--- src/rtl/vol_pkg.sv ---
package vol_pkg;
    typedef enum logic [1:0] {
        SPD_NORMAL   = 2'd0,
        SPD_DOUBLE   = 2'd1,
        SPD_QUAD     = 2'd2,
        SPD_QUAD_ALT = 2'd3
    } speed_e;

    // log2 of the interval multiplier for each rate mode
    function automatic int unsigned speed_shift(input speed_e s);
        case (s)
            SPD_NORMAL: speed_shift = 0;
            SPD_DOUBLE: speed_shift = 1;
            default:    speed_shift = 2;
        endcase
    endfunction
endpackage

--- src/rtl/vol_ramp.sv ---
module vol_ramp
    import vol_pkg::*;
#(
    parameter int LVL_W       = 8,
    parameter int BASE_FRAMES = 4
) (
    input  logic             clk,
    input  logic             rst_n,
    input  logic             frame_stb,
    input  logic [1:0]       speed,
    input  logic [LVL_W-1:0] target,
    output logic [LVL_W-1:0] level,
    output logic             busy
);
    localparam int MAX_INTERVAL = BASE_FRAMES * 4;
    localparam int CNT_W        = $clog2(MAX_INTERVAL);
    localparam logic [LVL_W-1:0] LVL_MAX = {LVL_W{1'b1}};

    typedef struct packed {
        logic [LVL_W-1:0] level;
        logic [CNT_W-1:0] cnt;
    } ramp_st_t;

    ramp_st_t st_d, st_q;
    logic [CNT_W-1:0] last_cnt;

    always_comb begin
        last_cnt = CNT_W'((BASE_FRAMES << speed_shift(speed_e'(speed))) - 1);
        st_d = st_q;
        if (st_q.level == target) begin
            st_d.cnt = '0;
        end else if (frame_stb) begin
            if (st_q.cnt >= last_cnt) begin
                st_d.cnt = '0;
                if (target > st_q.level) st_d.level = st_q.level + 1'b1;
                else                     st_d.level = st_q.level - 1'b1;
            end else begin
                st_d.cnt = st_q.cnt + 1'b1;
            end
        end
    end

    always_ff @(posedge clk or negedge rst_n) begin
        if (!rst_n) begin
            st_q.level <= LVL_MAX;
            st_q.cnt   <= '0;
        end else begin
            st_q <= st_d;
        end
    end

    assign level = st_q.level;
    assign busy  = (st_q.level != target);

    // level moves only on strobe edges
    a_r4_strobe_only: assert property (@(posedge clk) disable iff (!rst_n)
        !frame_stb |=> $stable(st_q.level));
    // at most one code per edge
    a_r4_single_step: assert property (@(posedge clk) disable iff (!rst_n)
        1'b1 |=> (st_q.level == $past(st_q.level)) ||
                 (st_q.level == $past(st_q.level) + 1'b1) ||
                 (st_q.level == $past(st_q.level) - 1'b1));
    // an upward step only happens toward a higher target
    a_r4_up_toward: assert property (@(posedge clk) disable iff (!rst_n)
        (st_q.level > $past(st_q.level)) |-> ($past(target) > $past(st_q.level)));
    // a downward step only happens toward a lower target
    a_r4_down_toward: assert property (@(posedge clk) disable iff (!rst_n)
        (st_q.level < $past(st_q.level)) |-> ($past(target) < $past(st_q.level)));
    // counter is cleared once the level reaches the target
    a_r9_cnt_clear: assert property (@(posedge clk) disable iff (!rst_n)
        (st_q.level == target) |=> (st_q.cnt == '0));
endmodule

--- src/rtl/vol_scale.sv ---
module vol_scale #(
    parameter int DW    = 24,
    parameter int LVL_W = 8
) (
    input  logic                    clk,
    input  logic                    rst_n,
    input  logic                    frame_stb,
    input  logic [LVL_W-1:0]        level,
    input  logic signed [DW-1:0]    sample_in,
    output logic signed [DW-1:0]    sample_out
);
    localparam int PW = DW + 1 + LVL_W;
    localparam logic [PW-1:0] DIVISOR = PW'((1 << LVL_W) - 1);
    localparam logic [PW-1:0] HALF    = PW'(((1 << LVL_W) - 1) / 2);
    localparam logic [LVL_W-1:0] LVL_MAX = {LVL_W{1'b1}};

    typedef struct packed {
        logic signed [DW-1:0] out;
    } scale_st_t;

    scale_st_t st_d, st_q;
    logic          neg;
    logic [DW:0]   mag;
    logic [PW-1:0] prod;
    logic [PW-1:0] quot;
    logic [DW:0]   res;

    always_comb begin
        neg  = sample_in[DW-1];
        mag  = neg ? (DW+1)'(-$signed({sample_in[DW-1], sample_in}))
                   : {1'b0, sample_in};
        prod = PW'(mag) * PW'(level);
        quot = (prod + HALF) / DIVISOR;
        res  = neg ? (DW+1)'(-quot) : quot[DW:0];
        st_d = st_q;
        if (frame_stb) st_d.out = res[DW-1:0];
    end

    always_ff @(posedge clk or negedge rst_n) begin
        if (!rst_n) st_q.out <= '0;
        else        st_q <= st_d;
    end

    assign sample_out = st_q.out;

    // unity code passes the sample through exactly
    a_r3_unity: assert property (@(posedge clk) disable iff (!rst_n)
        (frame_stb && level == LVL_MAX) |=> (sample_out == $past(sample_in)));
    // code zero silences the output
    a_r3_mute: assert property (@(posedge clk) disable iff (!rst_n)
        (frame_stb && level == '0) |=> (sample_out == '0));
    // output holds between strobes
    a_r2_hold: assert property (@(posedge clk) disable iff (!rst_n)
        !frame_stb |=> $stable(sample_out));
endmodule

--- src/rtl/vol_ctrl.sv ---
module vol_ctrl #(
    parameter int NUM_CH      = 2,
    parameter int DW          = 24,
    parameter int LVL_W       = 8,
    parameter int BASE_FRAMES = 4
) (
    input  logic                    clk,
    input  logic                    rst_n,
    input  logic                    frame_stb,
    input  logic [1:0]              speed,
    input  logic [NUM_CH*LVL_W-1:0] target_code,
    input  logic [NUM_CH*DW-1:0]    sample_in,
    output logic [NUM_CH*DW-1:0]    sample_out,
    output logic [NUM_CH-1:0]       busy
);
    for (genvar k = 0; k < NUM_CH; k++) begin : g_ch
        logic [LVL_W-1:0] lvl;

        vol_ramp #(.LVL_W(LVL_W), .BASE_FRAMES(BASE_FRAMES)) u_ramp (
            .clk       (clk),
            .rst_n     (rst_n),
            .frame_stb (frame_stb),
            .speed     (speed),
            .target    (target_code[k*LVL_W +: LVL_W]),
            .level     (lvl),
            .busy      (busy[k])
        );

        vol_scale #(.DW(DW), .LVL_W(LVL_W)) u_scale (
            .clk        (clk),
            .rst_n      (rst_n),
            .frame_stb  (frame_stb),
            .level      (lvl),
            .sample_in  (sample_in[k*DW +: DW]),
            .sample_out (sample_out[k*DW +: DW])
        );

        // busy goes low only once the level has landed on the target
        a_r7_busy_settle: assert property (@(posedge clk) disable iff (!rst_n)
            ($fell(busy[k]) && $stable(target_code[k*LVL_W +: LVL_W]))
                |-> (lvl == target_code[k*LVL_W +: LVL_W]));
    end
endmodule

--- config.mk ---
export PLATFORM = sky130hd
export DESIGN_NAME = vol_ctrl
export DESIGN_NICKNAME = d
export VERILOG_FILES = /design/src/rtl/vol_pkg.sv /design/src/rtl/vol_ramp.sv /design/src/rtl/vol_scale.sv /design/src/rtl/vol_ctrl.sv
export SDC_FILE = /design/constraint.sdc
export NUM_CORES = 2
export LEC_CHECK = 0
export BUFFER_PORTS_ARGS = -buffer_cell sky130_fd_sc_hd__buf_2
export CAP_MARGIN = 20
export CORE_UTILIZATION = 30
export CTS_CLUSTER_SIZE = 28
export DETAILED_ROUTE_END_ITERATION = 10
export SYNTH_ARGS = -nofsm -noshare
export SYNTH_HDL_FRONTEND = slang
export SYNTH_SLANG_ARGS = --single-unit
--- constraint.sdc ---
create_clock -name clk -period 39.8 [get_ports clk]
set_input_delay 1.99 -clock clk [delete_from_list [all_inputs] [get_ports clk]]
set_output_delay 1.99 -clock clk [all_outputs]
set_load 0.02 [all_outputs]
### Word-level counts from Yosys, hierarchy flattened

Cells that the tools add are included.

* add/sub/neg operators: 13
* $mul: 2
* div/mod/pow operators: 2
* magnitude comparators: 4
* equal/unequal tests: 5
* shift operators: 1
* multiplexer cells: 13
* bitwise logic cells: 2
* reduce and logical (&&, ||, !) cells: 5

Operators by type and width (count)
* $add 33x7->33 const B: 2
* $div 33x8->33 const B: 2
* $mul 25x8->33: 2
* $mux 25: 2
* $neg 24->25: 2
* $mux 24: 2
* $neg 24->24: 2
* $mux 4: 6
* $add 8x1->8 const B: 2
* $eq 8x8->1: 2
* $gt 8x8->1: 2
* $mux 8: 2
* $ne 8x8->1: 2
* $sub 8x1->8 const B: 2
* $add 4x1->4 const B: 2
* $ge 4x4->1: 2
* $reduce_and 3->1: 2
* $pmux 2 s2: 1
* $reduce_bool 2->1: 2
* $shl 3x2->4 const A: 1
* $sub 4x2->4 const B: 1
* $eq 2x1->1 const B: 1
* $logic_not 2->1: 1
* $not 1->1: 2

* flip-flop bits (word level): 72
* latch bits: 0
* memory bits (writable): 0
* memory bits (read-only): 0
* input port bits: 69
* output and inout port bits: 50
* logic and storage cells: 53
* memories kept: 0

### Logic depth before layout (Yosys ltp)

* depth in word-level cells: 8
* gate-level depth with buffers: 108
* depth with buffers taken out: 92

### Cells and area by module

From an unflattened synthesis, not the netlist that was laid out.

* cells, all modules: 4717
* area, all modules: 36203.5 µm²

Modules (own cells, without submodules)
* vol_scale (g_ch[1].u_scale): instances 1, cells an instance 2251, area each 17003.8 µm², seq. area each 600.6 µm²
* vol_scale (g_ch[0].u_scale): instances 1, cells an instance 2226, area each 16995.0 µm², seq. area each 600.6 µm²
* vol_ramp: instances 2, cells an instance 120, area each 1102.3 µm², seq. area each 310.3 µm²

### Least setup slack after synthesis

OpenSTA, ideal clock, no wires.

* kind: in2reg
* start: input port sample_in[38]
* end: register g_ch[1].u_scale.st_q, in the netlist g_ch[1].u_scale.sample_out[14]
* setup time: 125 ps
* arrival: 25517 ps
* required time: 39675 ps
* slack: 14159 ps
* stages: 93
* buffers on the path: 9
* path through: or3_1 -> or3_1 -> or4_1 -> nor2_1 -> nor4b_1 -> and2_1 -> fa_1 -> fa_1 -> fa_1 -> inv_1 -> fa_1 -> inv_1 -> ha_1 -> clkbuf_1 -> nand3_1 -> inv_2 -> nand2_1 -> nor4_1 -> [... 57 more ...] -> maj3_2 -> xnor2_4 -> o31ai_4 -> inv_1 -> a31o_2 -> o2111ai_1 -> buf_2 -> nor2b_1 -> ha_1 -> inv_1 -> or2_2 -> nor3_1 -> nor2_1 -> nor2_1 -> and2_1 -> nand2_1 -> xnor2_1 -> mux2_2

* cells in the longest elaborated chain, start to end: 7

RTL lines
* start, declared: RTL line vol_ctrl.sv:12 `input logic [NUM_CH*DW-1:0] sample_in,`
* $neg 24->25: RTL line vol_scale.sv:30 `mag = neg ? (DW+1)'(-$signed({sample_in[DW-1], sample_in}))`
* $mux 25 *: RTL line vol_scale.sv:30
* $mul 25x8->33 *: RTL line vol_scale.sv:32 `prod = PW'(mag) * PW'(level);`
* $add 33x7->33 *: RTL line vol_scale.sv:33 `quot = (prod + HALF) / DIVISOR;`
* $div 33x8->33 *: RTL line vol_scale.sv:33
* $neg 24->24: RTL line vol_scale.sv:34 `res = neg ? (DW+1)'(-quot) : quot[DW:0];`
* $mux 24 *: RTL line vol_scale.sv:34
* end signal, assigned: RTL line vol_scale.sv:41 `else st_q <= st_d;`
* end, declared: RTL line vol_scale.sv:21 `scale_st_t st_d, st_q;`

Every way passes the cells marked *; elsewhere a longest branch is shown, timed or not.
A chain may end at the register's enable or synchronous reset.

### Final worst setup path

* start: input port sample_in[24]
* end: register g_ch[1].u_scale.st_q, in the netlist g_ch[1].u_scale.sample_out[14]

The elaborated chain is that of the path after synthesis.

==> results.toml <==
[status]
status = "finished, final reports clean"

[yosys]
yosysMostFrequentCell = "nor2_1"
syn_avg_cell_area_um2 = 7.611
synth_warnings = 0
yosys.area.top_type_share_pct = 17.14
synthCells = 4450
ys_ff_latch = 72
synth-edff-count = 0
synth_area_leaders = "fa_1, ha_1, nor2_1"
synth.yosys.seq_area_share_pct = 5.379
synthTopCellsByCount = "nor2_1, inv_1, nand2_1"
synth-async-reset-ratio_pct = 100.0
synth_ff_type = "dfrtp_1"
synth_area_mm2 = 0.03387
yosysUniqueCellTypes = 172
synth_top_area_cell = "fa_1"

[worst_setup_path]
worstPathArrival_ns = 31.05
r2r_slack_ns = 11.62
reg2reg_depth = 82
required_ns = 40.09
endpoint_kind = "flip-flop"
criticalPathCategory = "in -> reg"
cp_slowest_stage_delay_ns = 0.76
start_kind = "input pin"
crit_top_cell = "nor2_1"
cp_max_fo = 14
r2r_start = "g_ch[1].u_ramp.level[2]"
slowest_stage = "o41ai_1"
worstReg2RegEnd = "g_ch[1].u_scale.sample_out[14]"

[die]
die_x_um = 338.0
ios = 119
start_util_pct = 30.43
core_area_mm2 = 0.1113
dieArea_mm2 = 0.1142
die_y_um = 338.0
num_rows = 122

[global_routing]
grt_max_degree = 54
grt_remaining_overflow = 0
antenna_found_initial = 4
grt_pass1_wl_mm = 170.3
grt_pass1_vias = 32160
grt_usage_pct = 18.12

[clocking]
cts_tree = "done"
cts-hold-fix-buffers = 0
cts_root_buf = "clkbuf_16"
cts_buffers = 9
cts_sinks = 72
post-cts-setup-buffers = 0
clk_latency_ns = 0.41
path_clk_slew_ns = 0.07
clk_path_buf_depth = 2
cts-resized-gates = 0
cts_htree_levels = 3

[cells_and_area]
n_fill_cell = 11920
multi_input_area_mm2 = 0.02960
nNetsFinal = 5000
drive_gt1_share_pct = 10.54
syn2layout_area_growth_pct = 6.284
regArea_mm2 = 0.001822
final_area_mm2 = 0.03600
fin_util_pct = 32.35

[placed_design]
place_area_mm2 = 0.03567
place_congestion = 0.9314
io_buffers = 118
dp_hpwl_mm = 85.40

[timing]
timing.fmax_mhz = 32.50
rsz0062_at_grt = "false"
period_share_pct = 77.30
fin_skew_ns = 0.02602
slew_headroom_pct = 32.95
final.setup.tns_ns = 0
hold_viol = 0
slew_violations = 0
fin_crit_ns = 30.77
worst_pin_slew_ns = 1.006
setup_viol = 0

[min_path]
holdPathStages = 2
worstHoldPathType = "reg -> reg"
min_from = "g_ch[1].u_scale.sample_out[1]"
min_to = "g_ch[1].u_scale.sample_out[1]"

[drt]
wl_met3_mm = 5.235
vias = 33260
dr.pass1.iters = 6
drc = 0
top_layer_used = "met5"
drt-wirelength-per-cell_um = 17.47
drt_iter0_markers = 2630
wl_met2_mm = 48.89
wl_met1_mm = 47.88
drtAntennaViolNets = 0
vias_per_cell = 5.582
finalWirelength_mm = 104.1

[job]
cap_viol_max_count = 0
## per-layer routing
metal	vias up	track usage, %
met5	-	0
met4	6	4.419
met3	113	1.630
met2	964	30.86
met1	16230	24.54
li1	15950	-
## kinds of logic after synthesis
logic type      count (synthesis)  synth area share, %
simple gates                 1714                26.04
buf+inv                       601                7.407
xor+xnor                      291                7.799
other cells                     2              0.02217
mux                            79                2.608
fa+ha+maj                     476                23.96
flops                          72                5.379
compound gates               1215                26.78
## metrics by stage
stage | setup WS (ns) | hold slack [ns] | std cells
2_1_floorplan | 14.16 | 0.5120 | 4464
3_3_place_gp | 9.331 | 0.4693 | 5936
3_5_place_dp | 9.090 | 0.4769 | 5938
4_1_cts | 9.404 | 0.4925 | 5954
5_1_grt | 6.769 | 0.5171 | 5957
6_report | 9.034 | 0.4889 | 5958
## cell usage in the layout (no fill, tap or decap), types with 18 or more instances in the layout
cell type / count
nand2b_1: 42
o2111ai_1: 21
ha_1: 178
nand2_1: 352
o21a_1: 48
a41oi_1: 20
or2_2: 35
and2_1: 90
buf_2: 118
and4_1: 19
a21o_1: 64
nand3_1: 129
o31ai_1: 44
a31oi_1: 54
o31a_1: 21
and3_1: 45
dfrtp_1: 56
o21ai_1: 39
xor2_1: 121
nor2b_1: 61
mux2_2: 46
a211oi_1: 56
nand4_1: 61
inv_1: 450
o21ai_0: 179
a21oi_1: 223
or2_1: 21
o22ai_1: 26
fa_1: 290
nor3_1: 104
o21bai_1: 18
xnor2_1: 163
nor2_1: 520
o211ai_1: 44
mux2i_1: 27
or3_1: 42
o211a_1: 27
nor4_1: 38
a211o_1: 20
## worst max-delay path: cells and delay by family
kind            cells  cell delay [ns]
compound gates     31            11.55
buf+inv             5             0.51
fa+ha+maj           7             2.87
mux                 4             1.63
simple gates       34             8.58
xor+xnor            9             3.85
## how the worst max path moves through the flow
stage | from | end
6_report | sample_in[24] | g_ch[1].u_scale.sample_out[14]
5_1_grt | sample_in[24] | g_ch[1].u_scale.sample_out[14]
2_1_floorplan | sample_in[38] | g_ch[1].u_scale.sample_out[14]
3_3_place_gp | sample_in[24] | g_ch[1].u_scale.sample_out[14]
3_5_place_dp | sample_in[24] | g_ch[1].u_scale.sample_out[14]
4_1_cts | sample_in[24] | g_ch[1].u_scale.sample_out[14]
## registers in the layout, summed over array words and instances (netlist names)
| register | flops |
|---|---|
| g_ch.u_ramp.level | 16 |
| g_ch.u_ramp.st_q | 8 |
| g_ch.u_scale.sample_out | 48 |
## area by class of cell
| cell class | instances | area share (%) |
|---|---|---|
| clock buffers | 9 | 0.6257 |
| multi-input cells | 3791 | 82.22 |
| repair buffers | 129 | 1.894 |
| well taps | 1488 | 5.172 |
| diodes | 2 | 0.01390 |
| inverters | 460 | 4.797 |
| clock inverters | 7 | 0.2155 |
| flip-flops and latches | 72 | 5.061 |
Power is left out: the tool's default activity adds up to more than one toggle a clock period on the data nets, which glitch-free logic cannot reach.
